File: src/rtl/iqc_pkg.sv
package iqc_pkg;
    // Number of fraction bits in the coefficient scale (divide by 64)
    localparam int IQC_FRAC_SH = 6;

    // Settings register selected by a write
    typedef enum logic [1:0] {
        SEL_NONE = 2'd0,
        SEL_MAG  = 2'd1,
        SEL_PHS  = 2'd2
    } cfg_sel_e;
endpackage

File: src/rtl/iqc_cfg_regs.sv
module iqc_cfg_regs
    import iqc_pkg::*;
#(
    parameter int ADDR_W   = 8,
    parameter int COEF_W   = 18,
    parameter int MAG_ADDR = 0,
    parameter int PHS_ADDR = 1
) (
    input  logic                     clk,
    input  logic                     rst,
    input  logic                     wr,
    input  logic [ADDR_W-1:0]        addr,
    input  logic signed [COEF_W-1:0] data,
    output logic signed [COEF_W-1:0] mag,
    output logic signed [COEF_W-1:0] phs
);
    localparam logic [ADDR_W-1:0] MAG_A = ADDR_W'(MAG_ADDR);
    localparam logic [ADDR_W-1:0] PHS_A = ADDR_W'(PHS_ADDR);

    cfg_sel_e sel;

    always_comb begin
        sel = SEL_NONE;
        if (wr) begin
            if (addr == MAG_A)      sel = SEL_MAG;
            else if (addr == PHS_A) sel = SEL_PHS;
        end
    end

    always_ff @(posedge clk) begin
        if (rst) begin
            mag <= '0;
            phs <= '0;
        end else begin
            unique case (sel)
                SEL_MAG:  mag <= data;
                SEL_PHS:  phs <= data;
                default:  ;
            endcase
        end
    end
endmodule

File: src/rtl/iqc_sat.sv
module iqc_sat #(
    parameter int IN_W  = 36,
    parameter int OUT_W = 16
) (
    input  logic signed [IN_W-1:0]  din,
    output logic signed [OUT_W-1:0] dout
);
    localparam logic signed [IN_W-1:0] HI = IN_W'({1'b0, {(OUT_W-1){1'b1}}});
    localparam logic signed [IN_W-1:0] LO = -HI - IN_W'(1);

    always_comb begin
        if (din > HI)      dout = HI[OUT_W-1:0];
        else if (din < LO) dout = LO[OUT_W-1:0];
        else               dout = din[OUT_W-1:0];
    end
endmodule

File: src/rtl/iqc_lane.sv
module iqc_lane #(
    parameter int DATA_W  = 16,
    parameter int COEF_W  = 18,
    parameter int FRAC_SH = 6
) (
    input  logic                     clk,
    input  logic                     rst,
    input  logic                     en_mul,
    input  logic                     en_sum,
    input  logic signed [DATA_W-1:0] mul_x,
    input  logic signed [COEF_W-1:0] coef,
    input  logic signed [DATA_W-1:0] addend,
    output logic signed [DATA_W-1:0] result
);
    localparam int PW = DATA_W + COEF_W;
    localparam int SW = PW + 2;
    localparam logic signed [SW-1:0] BIAS = SW'(1) <<< (FRAC_SH - 1);

    logic signed [PW-1:0]     prod_q;
    logic signed [DATA_W-1:0] add_q;
    logic signed [SW-1:0]     biased, scaled, total;
    logic signed [DATA_W-1:0] clipped;

    // Stage 1: full-precision product, addend aligned alongside
    always_ff @(posedge clk) begin
        if (rst) begin
            prod_q <= '0;
            add_q  <= '0;
        end else if (en_mul) begin
            prod_q <= PW'(mul_x) * PW'(coef);
            add_q  <= addend;
        end
    end

    // Stage 2: round to nearest, scale, accumulate, clip
    always_comb begin
        biased = SW'(prod_q) + BIAS;
        scaled = biased >>> FRAC_SH;
        total  = scaled + SW'(add_q);
    end

    iqc_sat #(.IN_W(SW), .OUT_W(DATA_W)) u_sat (
        .din  (total),
        .dout (clipped)
    );

    always_ff @(posedge clk) begin
        if (rst)         result <= '0;
        else if (en_sum) result <= clipped;
    end
endmodule

File: src/rtl/iq_imbal_corr.sv
module iq_imbal_corr
    import iqc_pkg::*;
#(
    parameter int DATA_W   = 16,
    parameter int COEF_W   = 18,
    parameter int ADDR_W   = 8,
    parameter int MAG_ADDR = 0,
    parameter int PHS_ADDR = 1,
    parameter bit BYPASS   = 1'b0
) (
    input  logic                     clk,
    input  logic                     rst,
    input  logic                     cfg_wr,
    input  logic [ADDR_W-1:0]        cfg_addr,
    input  logic signed [COEF_W-1:0] cfg_data,
    input  logic                     in_valid,
    input  logic signed [DATA_W-1:0] in_i,
    input  logic signed [DATA_W-1:0] in_q,
    output logic                     out_valid,
    output logic signed [DATA_W-1:0] out_i,
    output logic signed [DATA_W-1:0] out_q
);
    logic signed [COEF_W-1:0] mag_coef;
    logic signed [COEF_W-1:0] phs_coef;

    iqc_cfg_regs #(
        .ADDR_W  (ADDR_W),
        .COEF_W  (COEF_W),
        .MAG_ADDR(MAG_ADDR),
        .PHS_ADDR(PHS_ADDR)
    ) u_cfg (
        .clk  (clk),
        .rst  (rst),
        .wr   (cfg_wr),
        .addr (cfg_addr),
        .data (cfg_data),
        .mag  (mag_coef),
        .phs  (phs_coef)
    );

    generate
        if (BYPASS) begin : g_wire
            assign out_valid = in_valid;
            assign out_i     = in_i;
            assign out_q     = in_q;
        end else begin : g_corr
            logic vld_s1, vld_s2;

            always_ff @(posedge clk) begin
                if (rst) begin
                    vld_s1 <= 1'b0;
                    vld_s2 <= 1'b0;
                end else begin
                    vld_s1 <= in_valid;
                    vld_s2 <= vld_s1;
                end
            end

            // I lane: I + I*A/64
            iqc_lane #(.DATA_W(DATA_W), .COEF_W(COEF_W), .FRAC_SH(IQC_FRAC_SH)) u_lane_i (
                .clk    (clk),
                .rst    (rst),
                .en_mul (in_valid),
                .en_sum (vld_s1),
                .mul_x  (in_i),
                .coef   (mag_coef),
                .addend (in_i),
                .result (out_i)
            );

            // Q lane: Q + I*B/64
            iqc_lane #(.DATA_W(DATA_W), .COEF_W(COEF_W), .FRAC_SH(IQC_FRAC_SH)) u_lane_q (
                .clk    (clk),
                .rst    (rst),
                .en_mul (in_valid),
                .en_sum (vld_s1),
                .mul_x  (in_i),
                .coef   (phs_coef),
                .addend (in_q),
                .result (out_q)
            );

            assign out_valid = vld_s2;
        end
    endgenerate
endmodule

File: config.mk
export PLATFORM = sky130hd
export DESIGN_NAME = iq_imbal_corr
export DESIGN_NICKNAME = d
export VERILOG_FILES = /design/src/rtl/iqc_pkg.sv /design/src/rtl/iqc_cfg_regs.sv /design/src/rtl/iqc_sat.sv /design/src/rtl/iqc_lane.sv /design/src/rtl/iq_imbal_corr.sv
export SDC_FILE = /design/constraint.sdc
export NUM_CORES = 2
export LEC_CHECK = 0
export ABC_AREA = 1
export BUFFER_PORTS_ARGS = -buffer_cell sky130_fd_sc_hd__buf_4
export CAP_MARGIN = 30
export CORE_MARGIN = 2
export CORE_UTILIZATION = 46
export DETAILED_ROUTE_END_ITERATION = 10
export GPL_TIMING_DRIVEN = 0
export PLACE_DENSITY = 0.68
export REMOVE_ABC_BUFFERS = 1
export SLEW_MARGIN = 30
export SYNTH_ARGS = -nofsm -noshare
export SYNTH_HDL_FRONTEND = slang
export SYNTH_SLANG_ARGS = --single-unit
File: constraint.sdc
create_clock -name clk -period 12.7 [get_ports clk]
set_input_delay 0.635 -clock clk [delete_from_list [all_inputs] [get_ports clk]]
set_output_delay 0.635 -clock clk [all_outputs]
set_load 0.1 [all_outputs]
# Word-level counts from Yosys, hierarchy flattened
# Cells that the tools add are included.
# Widths: inputs -> output; s select.
[op_classes]
magnitude_cmp = 4
reduce_logical = 1
mux = 7
n_mul = 2
eq_ne = 3
add_sub_neg = 4
[ops]
columns = ["op", "n"]
rows = [
  ["$gt 36x16->1 const B", 2],
  ["$lt 36x16->1 const B", 2],
  ["$add 34x7->35 const B", 2],
  ["$mul 16x18->34", 2],
  ["$mux 16", 4],
  ["$add 29x16->30", 2],
  ["$eq 8x1->1 const B", 1],
  ["$logic_not 8->1", 1],
  ["$mux 2", 3],
  ["$eq 2x1->1 const B", 1],
  ["$eq 2x2->1 const B", 1],
]
[totals]
input_bits = 62
output_inout_bits = 33
reg_bits = 170

# Logic depth before layout (Yosys ltp)
[logic_depth]
ltp_word = 5
mapped_depth = 33
mapped_depth_nobuf = 31

# Hierarchy
# A second synthesis with hierarchy kept.
[hier_totals]
cells_unflattened = 5082
area_unflattened_um2 = 35285.1
[modules_own_cells]
columns = ["mod", "n_inst", "area_per_inst_um2", "cells_each", "seq_area_each_um2"]
rows = [
  ["iqc_lane (g_corr.u_lane_i)", 1, 16620.9, 2389, 1221.2],
  ["iqc_lane (g_corr.u_lane_q)", 1, 16340.7, 2321, 1221.2],
  ["iqc_cfg_regs", 1, 1642.8, 226, 720.7],
  ["iqc_sat", 2, 312.8, 70, 0.0],
  ["iq_imbal_corr", 1, 55.1, 6, 40.0],
]

# Worst setup path after synthesis
# OpenSTA, ideal clock, no wires.
[synth_path]
kind = "input -> register"
startpoint = "in in_i[3]"
endpoint = "reg g_corr.u_lane_q.prod_q[33]"
stages = 22
arrival_time_ps = 6070
slack_ps = 6560
setup_time_ps = 70
n_path_buf = 2
path_cell_list = "clkbuf_1 > buf_1 > nand2_1 > inv_1 > fa_1 > fa_1 > fa_1 > fa_1 > fa_1 > inv_1 > fa_1 > inv_1 > ha_1 > a21oi_1 > inv_1 > a31oi_1 > o21a_1 > nand2_1 > nand2_1 > nand3_1 > or2_2 > a21oi_1"
[synth_between]
elab_chain_len = 1
[synth_lines]
columns = ["element", "line_no", "text"]
rows = [
  ["from (decl)", "iq_imbal_corr.sv:17", "input logic signed [DATA_W-1:0] in_i,"],
  ["$mul 16x18->34", "iqc_lane.sv:30", "prod_q <= PW'(mul_x) * PW'(coef);"],
  ["to (signal assigned)", "iqc_lane.sv:30", ""],
  ["to (decl)", "iqc_lane.sv:19", "logic signed [PW-1:0] prod_q;"],
]
# No other way between the ends.
# A chain may end at the register's enable or synchronous reset.

# Worst setup path after layout
[layout_path]
startpoint = "reg u_cfg.mag[17]"
endpoint = "reg g_corr.u_lane_i.prod_q[32]"
[layout_between]
elab_chain_len = 1
[layout_lines]
columns = ["element", "line_no", "text"]
rows = [
  ["from (decl)", "iqc_cfg_regs.sv:14", "output logic signed [COEF_W-1:0] mag,"],
  ["from (signal assigned)", "iqc_cfg_regs.sv:36", "SEL_MAG: mag <= data;"],
  ["$mul 16x18->34", "iqc_lane.sv:30", ""],
  ["to (signal assigned)", "iqc_lane.sv:30", ""],
  ["to (decl)", "iqc_lane.sv:19", ""],
]
# No other way between the ends.

==> impl_metrics.ini <==
[hold_path]
whs_path_depth = 3
hold_path_class = input port to register

[clock_tree]
cts_tree = done
clk_pin_slew_ns = 0.08
root_buffer = clkbuf_16
clk_latency_ns = 0.50
numCtsBuffers = 17
clockBufferDepth = 2
cts.hold.buffers_added = 0
cts-resized-gates = 0
postCtsSetupRepairBufs = 0
htree_num_levels = 4
cts.sinks = 160

[setup_path]
crit_chain = nand2_1 -> inv_1 -> fa_1 -> fa_1 -> inv_1 -> fa_1 -> fa_1 -> fa_1 -> fa_1 -> inv_1 -> ha_1 -> nand2_1 -> nor3_1 -> inv_1 -> nor4_1 -> nand2_1 -> nand4_1 -> a21oi_1 -> o21ai_0 -> o211ai_1 -> inv_1
crit_top_cell = fa_1
cp_max_fo = 17
cp.arrival_ns = 7.00
r2r_cells = 21
slowest_stage = fa_1
startpoint_type = register
critPathRequiredTime_ns = 13.15
slowest_delay_ns = 0.90
criticalPathCategory = register to register
end_kind = register

[yosys]
yosysSeqAreaShare = 0.0946
ys_warn_count = 0
synth.ff_latch_count = 160
syn_area_um2 = 33900
synthDistinctLibCells = 58
syn_area_per_cell_um2 = 7.16
async_flop_share = 0
synth_edf_count = 0
ys.flop_type = dfxtp_1
syn_inst = 4733

[die]
pin_count = 95
die_x_um = 275
core-area_um2 = 73000
rows = 99
die_area_um2 = 75800
die_y_um = 275
initial_core_util = 0.464

[timing]
clock.fmax_mhz = 153
period_minus_slack_ns = 6.55
post-route-period-util = 0.516
setup_viol = 0
rsz0062_at_grt = no
worst_pin_slew_ns = 0.883
setup_ws_ns = 6.15
max-slew-margin-rel = 0.410
fin_setup_tns_ns = 0
drv_slew = 0
hold_viol_final = 0
finClkSkew_ns = 0.0181

[route]
drt_iter0_drc = 1852
drc_errors = 0
num_vias = 28102
vias_per_cell = 4.98
drt-pass1-iter-count = 5
wl_per_cell_um = 14.9
wl_um = 84300
ant_nets = 0

[run_status]
status = complete, no violations

[cells_and_area]
layout-drive-gt1-share = 0.0408
area_growth_pct = 5.49
n_antenna_cell = 0
stdcell_count = 5639
nNetsFinal = 5535
num-fill-cells = 7301

[global_routing]
grt_pass1_vias = 28408
track_usage = 0.235
grt_first_pass_wirelength_um = 143000
antenna_found_initial = 0
overflow = 0
grt_max_degree = 98

[place]
dp_hpwl_um = 66900
dp.cells = 5607
post-place-ws_ns = 5.84
portBuffers = 94
place.gp.congestion = 0.907

[job]
maxCapViolCount = 0

[power_and_ir_drop]
combPwrFrac = 0.321
switching_share = 0.411
internal_power_uw = 977
p_switching_uw = 683
leakage_uw = 0.0207
clkPwrFrac = 0.344
irDropWorstVdd_mv = 0.0786
power_frac_seq = 0.335
power.density_nw_per_um2 = 46.5
==> final cells by class <==
| type | instances | area, µm² | area share |
|---|---|---|---|
| repair buffers | 97 | 777 | 0.0217 |
| clock inverters | 15 | 186 | 0.00522 |
| inverters | 1289 | 4850 | 0.136 |
| well taps | 959 | 1200 | 0.0336 |
| flip-flops and latches | 160 | 3200 | 0.0897 |
| clock buffers | 17 | 425 | 0.0119 |
| multi-input cells | 3102 | 25100 | 0.702 |
==> power groups by stage <==
stage                     Sequential [µW]  Combinational, µW  Clock, µW
after floorplan                       617                301          0
after CTS                             557                530        584
final                                 557                533        571
after detailed placement              569                527          0
after global placement                568                522          0
after global routing                  561                595        601
==> state kept, by name, indices dropped and copies added, names as in the netlist <==
signal                  count
g_corr.u_lane_q.add_q      16
u_cfg.mag                  18
u_cfg.phs                  18
g_corr.u_lane_q.result     16
g_corr.u_lane_i.add_q      16
g_corr.u_lane_i.result     16
g_corr.vld_s1               1
out_valid                   1
g_corr.u_lane_q.prod_q     29
g_corr.u_lane_i.prod_q     29
==> final timing paths <==
| check | startpoint | end | slack (ns) |
|---|---|---|---|
| min reg2reg | g_corr.u_lane_i.result[1]$_SDFFE_PP0P_ | g_corr.u_lane_i.result[1]$_SDFFE_PP0P_ | 0.47 |
| max | u_cfg.mag[17]$_SDFFE_PP0N_ | g_corr.u_lane_i.prod_q[32]$_SDFFE_PP0P_ | 6.15 |
| max reg2reg | u_cfg.mag[17]$_SDFFE_PP0N_ | g_corr.u_lane_i.prod_q[32]$_SDFFE_PP0P_ | 6.15 |
| min | in_q[4] | g_corr.u_lane_q.add_q[4]$_SDFFE_PP0P_ | 0.35 |
==> metrics by stage <==
step                      hold WS [ns]  power (µW)   util  instance area [µm²]
after floorplan                  0.449         918      -                33100
after global routing             0.354        1760  0.490                35700
final                            0.354        1660  0.490                35700
after CTS                        0.329        1670  0.490                35700
after global placement           0.457        1090  0.480                35000
after detailed placement         0.459        1100  0.481                35100
==> layer usage <==
layer | vias to the layer above | share of wire | routed length [µm] | global-route usage
met3 | 81 | 0.063 | 5280 | 0.0364
met4 | 0 | 0.015 | 1240 | 0.0494
met2 | 728 | 0.45 | 38100 | 0.376
li1 | 13720 | - | - | -
met5 | - | 0 | 0 | 0
met1 | 13573 | 0.47 | 39700 | 0.338
==> Yosys cell counts (5+ instances only) <==
cell type,n,share of area
nor3_1,25,0.0037
nor2_2,9,0.0017
o21bai_1,17,0.0038
clkbuf_1,140,0.016
a21o_1,8,0.0018
xor2_1,103,0.027
and2_1,6,0.0011
buf_1,30,0.0033
o221ai_1,5,0.0013
nand3_1,105,0.016
o21a_1,7,0.0016
fa_1,580,0.34
a21oi_1,185,0.027
o21ai_0,186,0.027
or2_2,10,0.0018
a31oi_1,11,0.0020
dfxtp_1,160,0.095
nor4_1,16,0.0030
nand4_1,34,0.0063
o211ai_1,5,0.0011
nand2_2,5,0.00092
a21oi_2,12,0.0031
inv_1,1283,0.14
ha_1,226,0.083
nand3b_1,9,0.0020
nand2_1,1125,0.12
nor2_1,335,0.037
xnor2_1,38,0.0098
==> worst max-delay path: cells and delay by family, from the launching register on <==
| family | cells | cell delay (ns) |
|---|---|---|
| adders and majority gates | 7 | 3.84 |
| and+or+nand+nor | 6 | 1.11 |
| DFF | 1 | 0.76 |
| buffers and inverters | 5 | 0.51 |
| AOI/OAI and AO/OA | 3 | 0.26 |
==> cells by family (layout without fill, tap and decap cells) <==
kind of cell	count (synthesis)	count (layout)	share of synthesized area
DFF	160	160	0.0946
and+or+nand+nor	1699	1699	0.204
adders and majority gates	806	806	0.426
buffers and inverters	1471	1418	0.165
AOI/OAI and AO/OA	456	456	0.0743
xor gates and xnor gates	141	141	0.0365
==> cell usage in the layout (no fill, tap or decap), types with 8 or more instances in the layout <==
cell type,instances
nor4_1,16
a31oi_1,11
a21oi_1,185
o21bai_1,17
buf_4,93
or2_2,10
nand4_1,34
xnor2_1,38
a21oi_2,12
a21o_1,8
o21ai_0,186
nand3b_1,9
inv_1,1281
nor2_2,9
nand3_1,105
dfxtp_1,159
nor2_1,335
fa_1,580
nand2_1,1125
xor2_1,103
nor3_1,25
clkbuf_16,17
ha_1,226
(Power assumes the default switching activity.)
